===== config.mk =====
export PLATFORM = sky130hd
export DESIGN_NAME = blk_lock_ctrl
export DESIGN_NICKNAME = d
export VERILOG_FILES = /design/src/rtl/blk_lock_ctrl.sv
export SDC_FILE = /design/constraint.sdc
export NUM_CORES = 1
export LEC_CHECK = 0
export BUFFER_PORTS_ARGS = -buffer_cell sky130_fd_sc_hd__buf_2
export CAP_MARGIN = 25
export CORE_UTILIZATION = 50
export CTS_BUF_LIST = sky130_fd_sc_hd__clkbuf_4 sky130_fd_sc_hd__clkbuf_8
export DETAILED_ROUTE_END_ITERATION = 7
export PLACE_DENSITY = 0.7
export SKIP_LAST_GASP = 1
export SLEW_MARGIN = 15
export SYNTH_ARGS = -nofsm -noshare
export SYNTH_HDL_FRONTEND = slang
export SYNTH_SLANG_ARGS = --single-unit

===== constraint.sdc =====
create_clock -name clk -period 1.4 [get_ports clk]
set_input_delay 0.07 -clock clk [delete_from_list [all_inputs] [get_ports clk]]
set_output_delay 0.07 -clock clk [all_outputs]
set_load 0.02 [all_outputs]

===== src/rtl/blk_lock_ctrl.sv =====
module blk_lock_ctrl #(
  parameter int NUM_BLOCKS = 39,
  localparam int IDX_W = (NUM_BLOCKS > 1) ? $clog2(NUM_BLOCKS) : 1
) (
  input  logic                  clk,
  input  logic                  rst_n,
  input  logic                  cmd_lock,
  input  logic                  cmd_unlock,
  input  logic                  cmd_ldown,
  input  logic [IDX_W-1:0]      cmd_idx,
  input  logic                  wp_release,
  input  logic                  supply_low,
  input  logic                  prog_suspend,
  input  logic [IDX_W-1:0]      rd_idx,
  output logic [1:0]            rd_status,
  output logic [NUM_BLOCKS-1:0] protected_o
);

  logic [NUM_BLOCKS-1:0] lock_q, ldn_q, frozen, eff_lock, sel;
  logic cmd_ok, rd_ok;

  assign cmd_ok   = !prog_suspend && (int'(cmd_idx) < NUM_BLOCKS);
  assign frozen   = ldn_q & {NUM_BLOCKS{~wp_release}};
  assign eff_lock = lock_q | frozen;

  for (genvar i = 0; i < NUM_BLOCKS; i++) begin : g_blk
    assign sel[i] = cmd_ok && (cmd_idx == IDX_W'(i));

    always_ff @(posedge clk or negedge rst_n) begin
      if (!rst_n) begin
        lock_q[i] <= 1'b1;
        ldn_q[i]  <= 1'b0;
      end else if (sel[i] && cmd_ldown) begin
        lock_q[i] <= 1'b1;
        ldn_q[i]  <= 1'b1;
      end else if (frozen[i]) begin
        lock_q[i] <= 1'b1;
      end else if (sel[i] && cmd_lock) begin
        lock_q[i] <= 1'b1;
      end else if (sel[i] && cmd_unlock) begin
        lock_q[i] <= 1'b0;
      end
    end
  end

  assign protected_o = eff_lock | {NUM_BLOCKS{supply_low}};

  assign rd_ok     = int'(rd_idx) < NUM_BLOCKS;
  assign rd_status = rd_ok ? {ldn_q[rd_idx], eff_lock[rd_idx]} : 2'b00;

  a_r1_reset_state: assert property (@(posedge clk) disable iff (!rst_n)
    $rose(rst_n) |-> (lock_q == '1 && ldn_q == '0));

  a_r4_ldown_sticky: assert property (@(posedge clk) disable iff (!rst_n)
    1'b1 |=> ((ldn_q & $past(ldn_q)) == $past(ldn_q)));

  a_r5_frozen_locked: assert property (@(posedge clk) disable iff (!rst_n)
    (!wp_release && rd_status[1]) |-> rd_status[0]);

  a_r8_supply_inhibit: assert property (@(posedge clk) disable iff (!rst_n)
    supply_low |-> (protected_o == '1));

  a_r9_suspend_reject: assert property (@(posedge clk) disable iff (!rst_n)
    (prog_suspend && wp_release) |=> ($stable(lock_q) && $stable(ldn_q)));

endmodule


==> results.toml <==
[yosys]
synthDistinctLibCells = 43
synth-edff-count = 0
post_synth.cell_area_avg_um2 = 9.53
synthArstFlopShare_pct = 100
synth-warning-count = 0
syn_inst = 494
synth_top_flop_cell = "dfstp_2"
ys_ff_latch = 78
synth_fp_nets = 514
synthesis.area_mm2 = 0.00471
seq_area_frac_synth_pct = 42.5

[place]
dpl.hpwl_mm = 11.7
placement.io_buffers = 60
worst_setup_timing_slack_at_the_placement_stage_ns = -0.514
area_of_placed_instances_mm2 = 0.00604
place_congestion = 1.00

[sta]
slew_headroom_pct = 39.3
report.final.setup_viol = 32
final.setup.worst_slack_ns = -0.860
finalWorstPathRequiredPeriod_ns = 2.26
worst_case_clock_skew_ns = 0.0104
max_freq_ghz = 0.442
tightestPinTransition_ns = 0.910
max_slew_violations = 0
timing.final.crit_share_pct = 161
timing.final.hold_violations = 0
rsz0062_at_grt = "yes"

[grt]
track_usage_pct = 34.8
grt_start_max_net_pins = 40
grt_antenna_before_repair = 0
globalRouteOverflowTotal = 0
via_count_of_the_first_global_routing_pass = 4947
grt_first_pass_wirelength_mm = 25.7

[drt]
final_antenna_net_count = 0
drt_iter0_markers = 502
vias_per_cell = 6.22
vias_after_detailed_routing = 4896
drc = 0
wire_per_inst_um = 21.0
firstDrtPassIters = 5
route.final.wire_length_mm = 16.5

[floorplanning]
core-area_mm2 = 0.00920
die_area_mm2 = 0.00981
pin_count = 61
die_height_um = 99.0
initial_core_util_pct = 51.2
dieWidth_um = 99.0
fp-row-count = 35

[clocking]
master_cell_of_the_clock_root_buffer = "clkbuf_8"
insertion_delay_to_the_later_sink_of_the_worst_skew_pair_ns = 0.38
cts_tree = "done"
cts.sinks = 78
ctsLongestPathBuffers = 2
clk_transition_reported_paths_ns = 0.09
cts-htree-levels = 3
number_of_buffers_added_by_the_clock_tree_synthesis_step = 9

[pwr]
post-layout-total-power_mw = 6.89
power_leakage_nw = 3.00
vdd.ir_drop.worst_mv = 0.592
pd_cells_mw_per_mm2 = 1020

[status]
status = "finished with violations"
violations = "negative setup slack"

[finish]
n_fill_cell = 672
final_layout_size_suffix_gt1_share_pct = 46.0
flow.area_growth_from_synthesis_pct = 43.3
antennaDiodeCount = 0
fin_nets = 691
fin_area_mm2 = 0.00675

[critical_path]
worst-endpoint-required_ns = 1.33
worstRegToRegCells = 4
setup.worst_path.class = "reg -> out"
worst-r2r-setup-slack_ns = 0.22
regToRegStartpoint = "ldn_q[34]"
timing.rr.end = "lock_q[34]"
cp.arrival_ns = 2.19
critical_path.endpoint_type = "output port"
timing.critical_path.fanout_max = 2
cp-start-kind = "flop"

[run]
timing.max_cap.violations = 0

[min_path]
hp-start = "cmd_lock"
hold-path-endpoint = "lock_q[0]"
holdCritPathClass = "in -> reg"
hold_depth = 4
routing by layer:
metal  vias up  GRT usage, %  routed length [um]
met1      2429          45.9                6860
met2       256          56.2                7870
met3        48          6.45                1220
met5         -             0                   0
li1       2163             -                   -
met4         0          15.5                 563
report_power, final:
group          switching, mW  internal (mW)  leakage, nW
registers              0.244           2.70        0.878
clock network          0.903          0.893       0.0990
logic                  0.998           1.16         2.02
repair_timing:
action / 4_1_cts / 5_1_grt
endpoints found under the setup margin: 38 / 39
cloned: 0 / 0
hold endpoints to repair: 54 / 0
gates resized for setup: 63 / 61
pin swaps: 14 / 12
buffers inserted: 9 / 13
hold buffers: 1 / 0
flip-flops by register name, indices dropped and copies added, names as in the netlist:
register and flops:
ldn_q 39, lock_q 39
logic make-up after synthesis:
kind of cell    synth area share [%]
mux                             11.5
simple gates                    20.8
flops                           42.5
buf+inv                         5.02
compound gates                  20.2
cell usage after synthesis (2+ instances only):
master     n  share of area [%]
nand2_1   60                4.8
dfrtp_1   39                 21
dfstp_2   39                 22
nor2_1    37                2.9
nor2b_1   34                4.5
or3_1     32                4.3
clkbuf_1  29                2.3
mux2i_1   29                6.2
o21ai_0   29                3.1
a221o_1   26                5.5
a21o_1    21                3.3
inv_1     14                1.1
o211ai_1  13                2.1
o221ai_1  11                2.0
mux4_2    10                4.8
o21bai_1   7                1.1
nor3_1     6               0.64
nand3_1    5               0.53
a31oi_1    4               0.53
and2_1     4               0.53
o22ai_1    4               0.53
or2_2      4               0.53
a211oi_1   3               0.48
a21oi_1    3               0.32
buf_2      3               0.32
buf_4      3               0.48
buf_6      3               0.72
nand2b_1   3               0.40
nand4_1    3               0.40
and3_1     2               0.27
o311ai_0   2               0.37
worst max-delay path by stage:
stage / start / to / slack, ns / cells after the start
6_report: ldn_q[16] / rd_status[1] / -0.86 / 5
5_1_grt: ldn_q[7] / rd_status[1] / -0.90 / 5
4_1_cts: ldn_q[7] / rd_status[1] / -0.88 / 5
3_5_place_dp: rd_idx[0] / rd_status[1] / -0.51 / 6
3_3_place_gp: rd_idx[0] / rd_status[1] / -0.48 / 6
2_1_floorplan: ldn_q[23] / rd_status[1] / -0.24 / 4
placed cells by master (no fill, tap or decap), drive strengths merged, types with 2 or more instances in the layout:
master	instances
dfrtp	39
buf	204
nand2	60
a21o	21
nand4	3
or3	32
a2111oi	2
mux4	11
nor3	6
o311ai	2
o21ai	29
and3	2
o22ai	4
o21bai	7
nor2	37
o211ai	13
dfstp	39
nor2b	34
clkinv	2
a31oi	4
nand2b	3
or2	5
mux2i	29
nand3	5
o221ai	11
a221o	26
inv	14
clkbuf	11
and2	5
a21oi	3
a211oi	3
clkinvlp	2
stage by stage:
step	cells	TNS [ns]	hold slack, ns	utilization (%)
3_3_place_gp	760	-0.923	0.0155	65.7
4_1_cts	781	-6.81	0.121	70.7
2_1_floorplan	494	-0.261	-0.226	-
6_report	787	-6.66	0.122	73.4
5_1_grt	787	-8.05	0.138	73.4
3_5_place_dp	760	-1.10	0.0182	65.7
final cells by class:
class | instances | area (um2) | share of cell area (%)
Multi-Input combinational cell | 363 | 2730 | 40.4
Timing Repair Buffer | 205 | 1630 | 24.1
Clock inverter | 5 | 58.8 | 0.872
Clock buffer | 11 | 145 | 2.15
Inverter | 14 | 52.6 | 0.779
Sequential cell | 78 | 2000 | 29.7
Tap cell | 111 | 139 | 2.06
critical path, stage by stage, from the launching register on:
cell	delay, ns
dfrtp_1	0.41
mux4_2	0.47
mux4_2	0.49
mux2i_1	0.20
o22ai_2	0.10
buf_6	0.14
Power figures use the tool's default switching activity.
